<file path="src/rtl/presc_pkg.sv">
package presc_pkg;
  localparam int PRESC_DECADES    = 4;
  localparam int PRESC_DECADE_MOD = 10;
  localparam int PRESC_SEL_W      = 3;

  typedef struct packed {
    logic advance;
    logic restart;
  } presc_strobe_t;
endpackage

</file>
<file path="src/rtl/presc_ctrl.sv">
module presc_ctrl
  import presc_pkg::*;
#(
  parameter int NUM_DECADES = PRESC_DECADES,
  parameter int SEL_W       = PRESC_SEL_W,
  localparam int TAP_W      = $clog2(NUM_DECADES + 1)
) (
  input  logic             clk,
  input  logic             rst,
  input  logic             en,
  input  logic [1:0]       firstSel,
  input  logic [SEL_W-1:0] decadeSel,
  output presc_strobe_t    strobe,
  output logic [3:0]       firstLimit,
  output logic [TAP_W-1:0] tapSel
);
  logic [1:0]       firstSelQ;
  logic [TAP_W-1:0] tapSelQ;

  always_comb begin
    if (int'(decadeSel) > NUM_DECADES) tapSel = TAP_W'(NUM_DECADES);
    else                               tapSel = TAP_W'(decadeSel);
    unique case (firstSel)
      2'd0:    firstLimit = 4'd0;
      2'd1:    firstLimit = 4'd1;
      2'd2:    firstLimit = 4'd4;
      default: firstLimit = 4'd9;
    endcase
  end

  always_ff @(posedge clk) begin
    firstSelQ <= firstSel;
    tapSelQ   <= tapSel;
  end

  always_comb begin
    strobe.advance = en && !rst;
    strobe.restart = !rst && ((firstSel != firstSelQ) || (tapSel != tapSelQ));
  end
endmodule

</file>
<file path="src/rtl/presc_datapath.sv">
module presc_datapath
  import presc_pkg::*;
#(
  parameter int NUM_DECADES = PRESC_DECADES,
  parameter int DECADE_MOD  = PRESC_DECADE_MOD,
  localparam int TAP_W      = $clog2(NUM_DECADES + 1),
  localparam int CNT_W      = $clog2(DECADE_MOD)
) (
  input  logic             clk,
  input  logic             rst,
  input  presc_strobe_t    strobe,
  input  logic [3:0]       firstLimit,
  input  logic [TAP_W-1:0] tapSel,
  output logic             tick
);
  logic [3:0]             firstCnt;
  logic [3:0]             firstEff;
  logic [NUM_DECADES:0]   stageHit;

  assign firstEff    = strobe.restart ? 4'd0 : firstCnt;
  assign stageHit[0] = strobe.advance && (firstEff == firstLimit);

  always_ff @(posedge clk) begin
    if (rst)                 firstCnt <= 4'd0;
    else if (stageHit[0])    firstCnt <= 4'd0;
    else if (strobe.advance) firstCnt <= firstEff + 4'd1;
    else                     firstCnt <= firstEff;
  end

  for (genvar g = 0; g < NUM_DECADES; g++) begin : gDecade
    logic [CNT_W-1:0] decCnt;
    logic [CNT_W-1:0] decEff;
    logic             atTop;

    assign decEff          = strobe.restart ? '0 : decCnt;
    assign atTop           = (decEff == CNT_W'(DECADE_MOD - 1));
    assign stageHit[g + 1] = stageHit[g] && atTop;

    always_ff @(posedge clk) begin
      if (rst)              decCnt <= '0;
      else if (stageHit[g]) decCnt <= atTop ? '0 : decEff + CNT_W'(1);
      else                  decCnt <= decEff;
    end
  end

  assign tick = stageHit[tapSel];
endmodule

</file>
<file path="src/rtl/decade_prescaler.sv">
module decade_prescaler
  import presc_pkg::*;
#(
  parameter int NUM_DECADES = PRESC_DECADES,
  parameter int DECADE_MOD  = PRESC_DECADE_MOD,
  parameter int SEL_W       = PRESC_SEL_W
) (
  input  logic             clk,
  input  logic             rst,
  input  logic             en,
  input  logic [1:0]       firstSel,
  input  logic [SEL_W-1:0] decadeSel,
  output logic             tick
);
  localparam int TAP_W = $clog2(NUM_DECADES + 1);

  presc_strobe_t    strobe;
  logic [3:0]       firstLimit;
  logic [TAP_W-1:0] tapSel;

  presc_ctrl #(.NUM_DECADES(NUM_DECADES), .SEL_W(SEL_W)) uCtrl (
    .clk(clk), .rst(rst), .en(en), .firstSel(firstSel), .decadeSel(decadeSel),
    .strobe(strobe), .firstLimit(firstLimit), .tapSel(tapSel)
  );

  presc_datapath #(.NUM_DECADES(NUM_DECADES), .DECADE_MOD(DECADE_MOD)) uPath (
    .clk(clk), .rst(rst), .strobe(strobe), .firstLimit(firstLimit),
    .tapSel(tapSel), .tick(tick)
  );
endmodule

</file>
<file path="config.mk">
export PLATFORM = sky130hd
export DESIGN_NAME = decade_prescaler
export DESIGN_NICKNAME = d
export VERILOG_FILES = /design/src/rtl/presc_pkg.sv /design/src/rtl/presc_ctrl.sv /design/src/rtl/presc_datapath.sv /design/src/rtl/decade_prescaler.sv
export SDC_FILE = /design/constraint.sdc
export NUM_CORES = 1
export LEC_CHECK = 0
export BUFFER_PORTS_ARGS = -buffer_cell sky130_fd_sc_hd__clkbuf_2
export CORE_MARGIN = 3
export CORE_UTILIZATION = 35
export DETAILED_ROUTE_END_ITERATION = 10
export SKIP_LAST_GASP = 1
export SLEW_MARGIN = 20
export SYNTH_ARGS = -nofsm -noshare
export SYNTH_HDL_FRONTEND = slang
export SYNTH_HIERARCHICAL = 1
export SYNTH_SLANG_ARGS = --single-unit
</file>
<file path="constraint.sdc">
create_clock -name clk -period 3.2 [get_ports clk]
set_clock_uncertainty 0.1 [all_clocks]
set_input_delay 0.64 -clock clk [delete_from_list [all_inputs] [get_ports clk]]
set_output_delay 0.64 -clock clk [all_outputs]
set_load 0.05 [all_outputs]
</file>
==> results.sh <==
export IMPL_core_rowCount=23
export IMPL_clkSinkCount=25
export IMPL_fill_cells=390
export IMPL_routed_wl_um=3676
export IMPL_seqPwrFrac_pct=52.3
export IMPL_vias=1437
export IMPL_io_pins=9
export IMPL_worstReg2RegStart="uCtrl/tapSelQ[2]$_DFF_P_"
export IMPL_avgViaCountPerCell=5.527
export IMPL_die_x_um=71.58
export IMPL_netlist_area_mm2=0.001505
export IMPL_drt_iter0_markers=128
export IMPL_portBuffers=8
export IMPL_ctsRootBufferMaster="clkbuf_8"
export IMPL_wl_met3_um=113
export IMPL_power_net_switching_uw=157.8
export IMPL_synth_area_per_cell_um2=8.362
export IMPL_grt_usage_pct=15.20
export IMPL_async_flop_share_pct=0
export IMPL_r2r_cells=10
export IMPL_syn_nets=189
export IMPL_irDropWorstVdd_mv=0.1723
export IMPL_synth_distinct_cells=53
export IMPL_r2r_setup_slack_ns=0.48
export IMPL_final_antenna_net_count=0
export IMPL_cts_tree="done"
export IMPL_outcome="finished with violations"
export IMPL_cts_hold_fix_buffers=0
export IMPL_layout_drive_gt1_share_pct=34.29
export IMPL_n_antenna_cell=0
export IMPL_sw_frac_of_total_pct=25.84
export IMPL_grt_max_degree=22
export IMPL_startpoint_type="primary input"
export IMPL_grt_pass1_wl_um=6348
export IMPL_clkSlewWorstSetupHoldPaths_ns=0.09
export IMPL_overflow=0
export IMPL_gp_congestion=0.8445
export IMPL_dp_hpwl_um=2721
export IMPL_top_layer="met4"
export IMPL_yosys_top_cells_area="dfxtp_1, nand4_1, nor2_1"
export IMPL_p_per_area_mw_per_mm2=314.0
export IMPL_fin_crit_sh_pct=104.7
export IMPL_fmax_mhz=298.4
export IMPL_violations="negative setup slack"
export IMPL_rsz0062_at_grt="true"
export IMPL_antenna_found_initial=0
export IMPL_setup_viol=1
export IMPL_setup_ws_ns=-0.1516
export IMPL_cp_startpoint="decadeSel[2]"
export IMPL_maxCapViolations=0
export IMPL_dp_slack_ns=-0.3969
export IMPL_dieArea_mm2=0.005124
export IMPL_slowest_delay_ns=0.38
export IMPL_met2WireLength_um=1907
export IMPL_coreArea_mm2=0.004086
export IMPL_arrival_ns=2.61
export IMPL_hp_class="register to register"
export IMPL_final_util_pct=47.58
export IMPL_synth_top_area_cell="dfxtp_1"
export IMPL_fin_nets=220
export IMPL_drv_slew=0
export IMPL_finalCriticalPeriod_ns=3.352
export IMPL_htree_levels=1
export IMPL_end_kind="primary output"
export IMPL_wire_per_inst_um=14.14
export IMPL_synth_warnings=6
export IMPL_dp_cells=253
export IMPL_required_ns=2.46
export IMPL_clkPwrFrac_pct=30.9
export IMPL_path_cells="buf_8, xor2_2, nor3_2, a31oi_4, and4bb_2, and2_4, o21ai_2, a221o_1, o21ai_4, buf_8"
export IMPL_clkLatencyLatePin_ns=0.26
export IMPL_die_y_um=71.58
export IMPL_final_cell_count_no_fill=260
export IMPL_wl_met1_um=1613
export IMPL_drc=0
export IMPL_syn_to_final_growth_pct=29.18
export IMPL_p_leak_uw=0.0007591
export IMPL_synthCells=180
export IMPL_yosys_register_bits=25
export IMPL_postSynth_topFlopCell="dfxtp_1"
export IMPL_crit_path_frequent_cell="buf_8"
export IMPL_grt_pass1_vias=1488
export IMPL_worstSetupEndpoint="tick"
export IMPL_first_pass_iters=4
export IMPL_critPathMaxFanout=8
export IMPL_slowest_stage="and4bb_2"
export IMPL_synth_edf_count=0
export IMPL_path_class="primary input to primary output"
export IMPL_start_util_pct=36.83
export IMPL_yosys_top_cells_count="dfxtp_1, nor2_1, nand2_1, nand4_1"
export IMPL_rr_endpoint="uPath/gDecade[3].decCnt[3]$_SDFF_PP0_"
export IMPL_cts_buffers_inserted=3
export IMPL_cts_buffer_depth=2
export IMPL_yosys_area_top_type_share_pct=33.25
export IMPL_power_internal_uw=452.8
export IMPL_yosysMostFrequentCell="dfxtp_1"
export IMPL_yosysSeqAreaShare_pct=33.25
export IMPL_hold_violations=0
export IMPL_pwr_share_comb_pct=16.8
how the worst min path moves through the flow:
stage	from	endpoint	slack, ns	cells after the start
floorplan	uPath/gDecade[3].decCnt[2]$_SDFF_PP0_	uPath/gDecade[3].decCnt[2]$_SDFF_PP0_	0.38	2
CTS	uPath/gDecade[0].decCnt[2]$_SDFF_PP0_	uPath/gDecade[0].decCnt[2]$_SDFF_PP0_	0.43	2
finish	uPath/gDecade[3].decCnt[2]$_SDFF_PP0_	uPath/gDecade[3].decCnt[2]$_SDFF_PP0_	0.44	2
global route	uPath/gDecade[3].decCnt[2]$_SDFF_PP0_	uPath/gDecade[3].decCnt[2]$_SDFF_PP0_	0.49	2
global placement	uPath/gDecade[0].decCnt[2]$_SDFF_PP0_	uPath/gDecade[0].decCnt[2]$_SDFF_PP0_	0.42	2
detailed placement	uPath/gDecade[0].decCnt[2]$_SDFF_PP0_	uPath/gDecade[0].decCnt[2]$_SDFF_PP0_	0.42	2
layout by cell type, fill, tap and decap left out, types with 2 or more instances in the layout:
master,n
nand2b_1,3
o21ai_2,2
o311ai_0,2
a21oi_1,8
a41o_1,2
nand2_1,11
o21ai_0,2
buf_4,27
and2b_2,3
and3_1,4
nor2b_1,8
xnor2_2,3
nor2_1,12
nor2_2,2
mux2_2,4
nor3_1,7
mux2i_1,4
nand2b_4,2
clkbuf_2,6
clkbuf_8,3
xnor2_1,2
nor3_2,2
nor4b_4,2
nand4_1,9
nand3_1,8
xor2_1,5
dfxtp_1,25
inv_1,6
buf_8,2
power by group through the flow:
stage | clock [uW] | sequential, uW | combinational [uW]
CTS | 193 | 319 | 98.4
global placement | 0 | 326 | 93.0
floorplan | 0 | 325 | 63.3
detailed placement | 0 | 326 | 95.3
global route | 206 | 320 | 111
finish | 189 | 319 | 103
critical path, delay by kind of cell:
| family | cells | cell delay [ns] |
|---|---|---|
| AO/OA/AOI/OAI | 4 | 0.78 |
| buffers and inverters | 2 | 0.26 |
| XOR/XNOR | 1 | 0.14 |
| AND/OR/NAND/NOR | 3 | 0.79 |
cells by family after synthesis:
group	after synthesis	share of synthesized area, %
buf+inv	16	4.904
xor+xnor	11	6.401
simple gates	86	33.92
fa+ha+maj	1	0.8311
compound gates	32	14.80
mux	8	5.652
other cells	1	0.2491
flops	25	33.25
registers in the layout (all words and copies together), names as in the netlist:
name and count:
uPath/gDecade.decCnt 16, uCtrl/firstSelQ 2, uCtrl/tapSelQ 3, uPath/firstCnt 4
per-layer routing:
metal | vias up | GRT usage [%]
li1 | 708 | -
met1 | 695 | 18.25
met2 | 30 | 27.14
met3 | 4 | 1.964
met4 | 0 | 6.263
met5 | - | 0
metrics by stage:
stage                     hold WS [ns]  total power (uW)  TNS (ns)  cell area, um^2
final                           0.4368             610.6   -0.1516             1944
after global routing            0.4899             636.4   -0.2193             1944
after CTS                       0.4322             610.4   -0.2505             1907
after detailed placement        0.4165             421.4   -0.4481             1827
after global placement          0.4166             418.9   -0.3291             1827
after floorplan                 0.3804             388.6         0             1602
timing repair:
item / in CTS / in global routing
buffers inserted: 2 / 1
endpoints found under the hold margin: 0 / 0
setup endpoints to repair: 1 / 1
resized for setup: 5 / 8
pin swaps: 7 / 10
cell type report:
type	count	area [um^2]	share of cell area (%)
flip-flops and latches	25	500.5	25.74
well taps	50	62.56	3.218
clock buffers	4	45.04	2.317
multi-input cells	139	1045	53.73
repair buffers	35	262.8	13.51
inverters	7	28.78	1.480
Note: power is estimated with default switching activity, not from simulation.
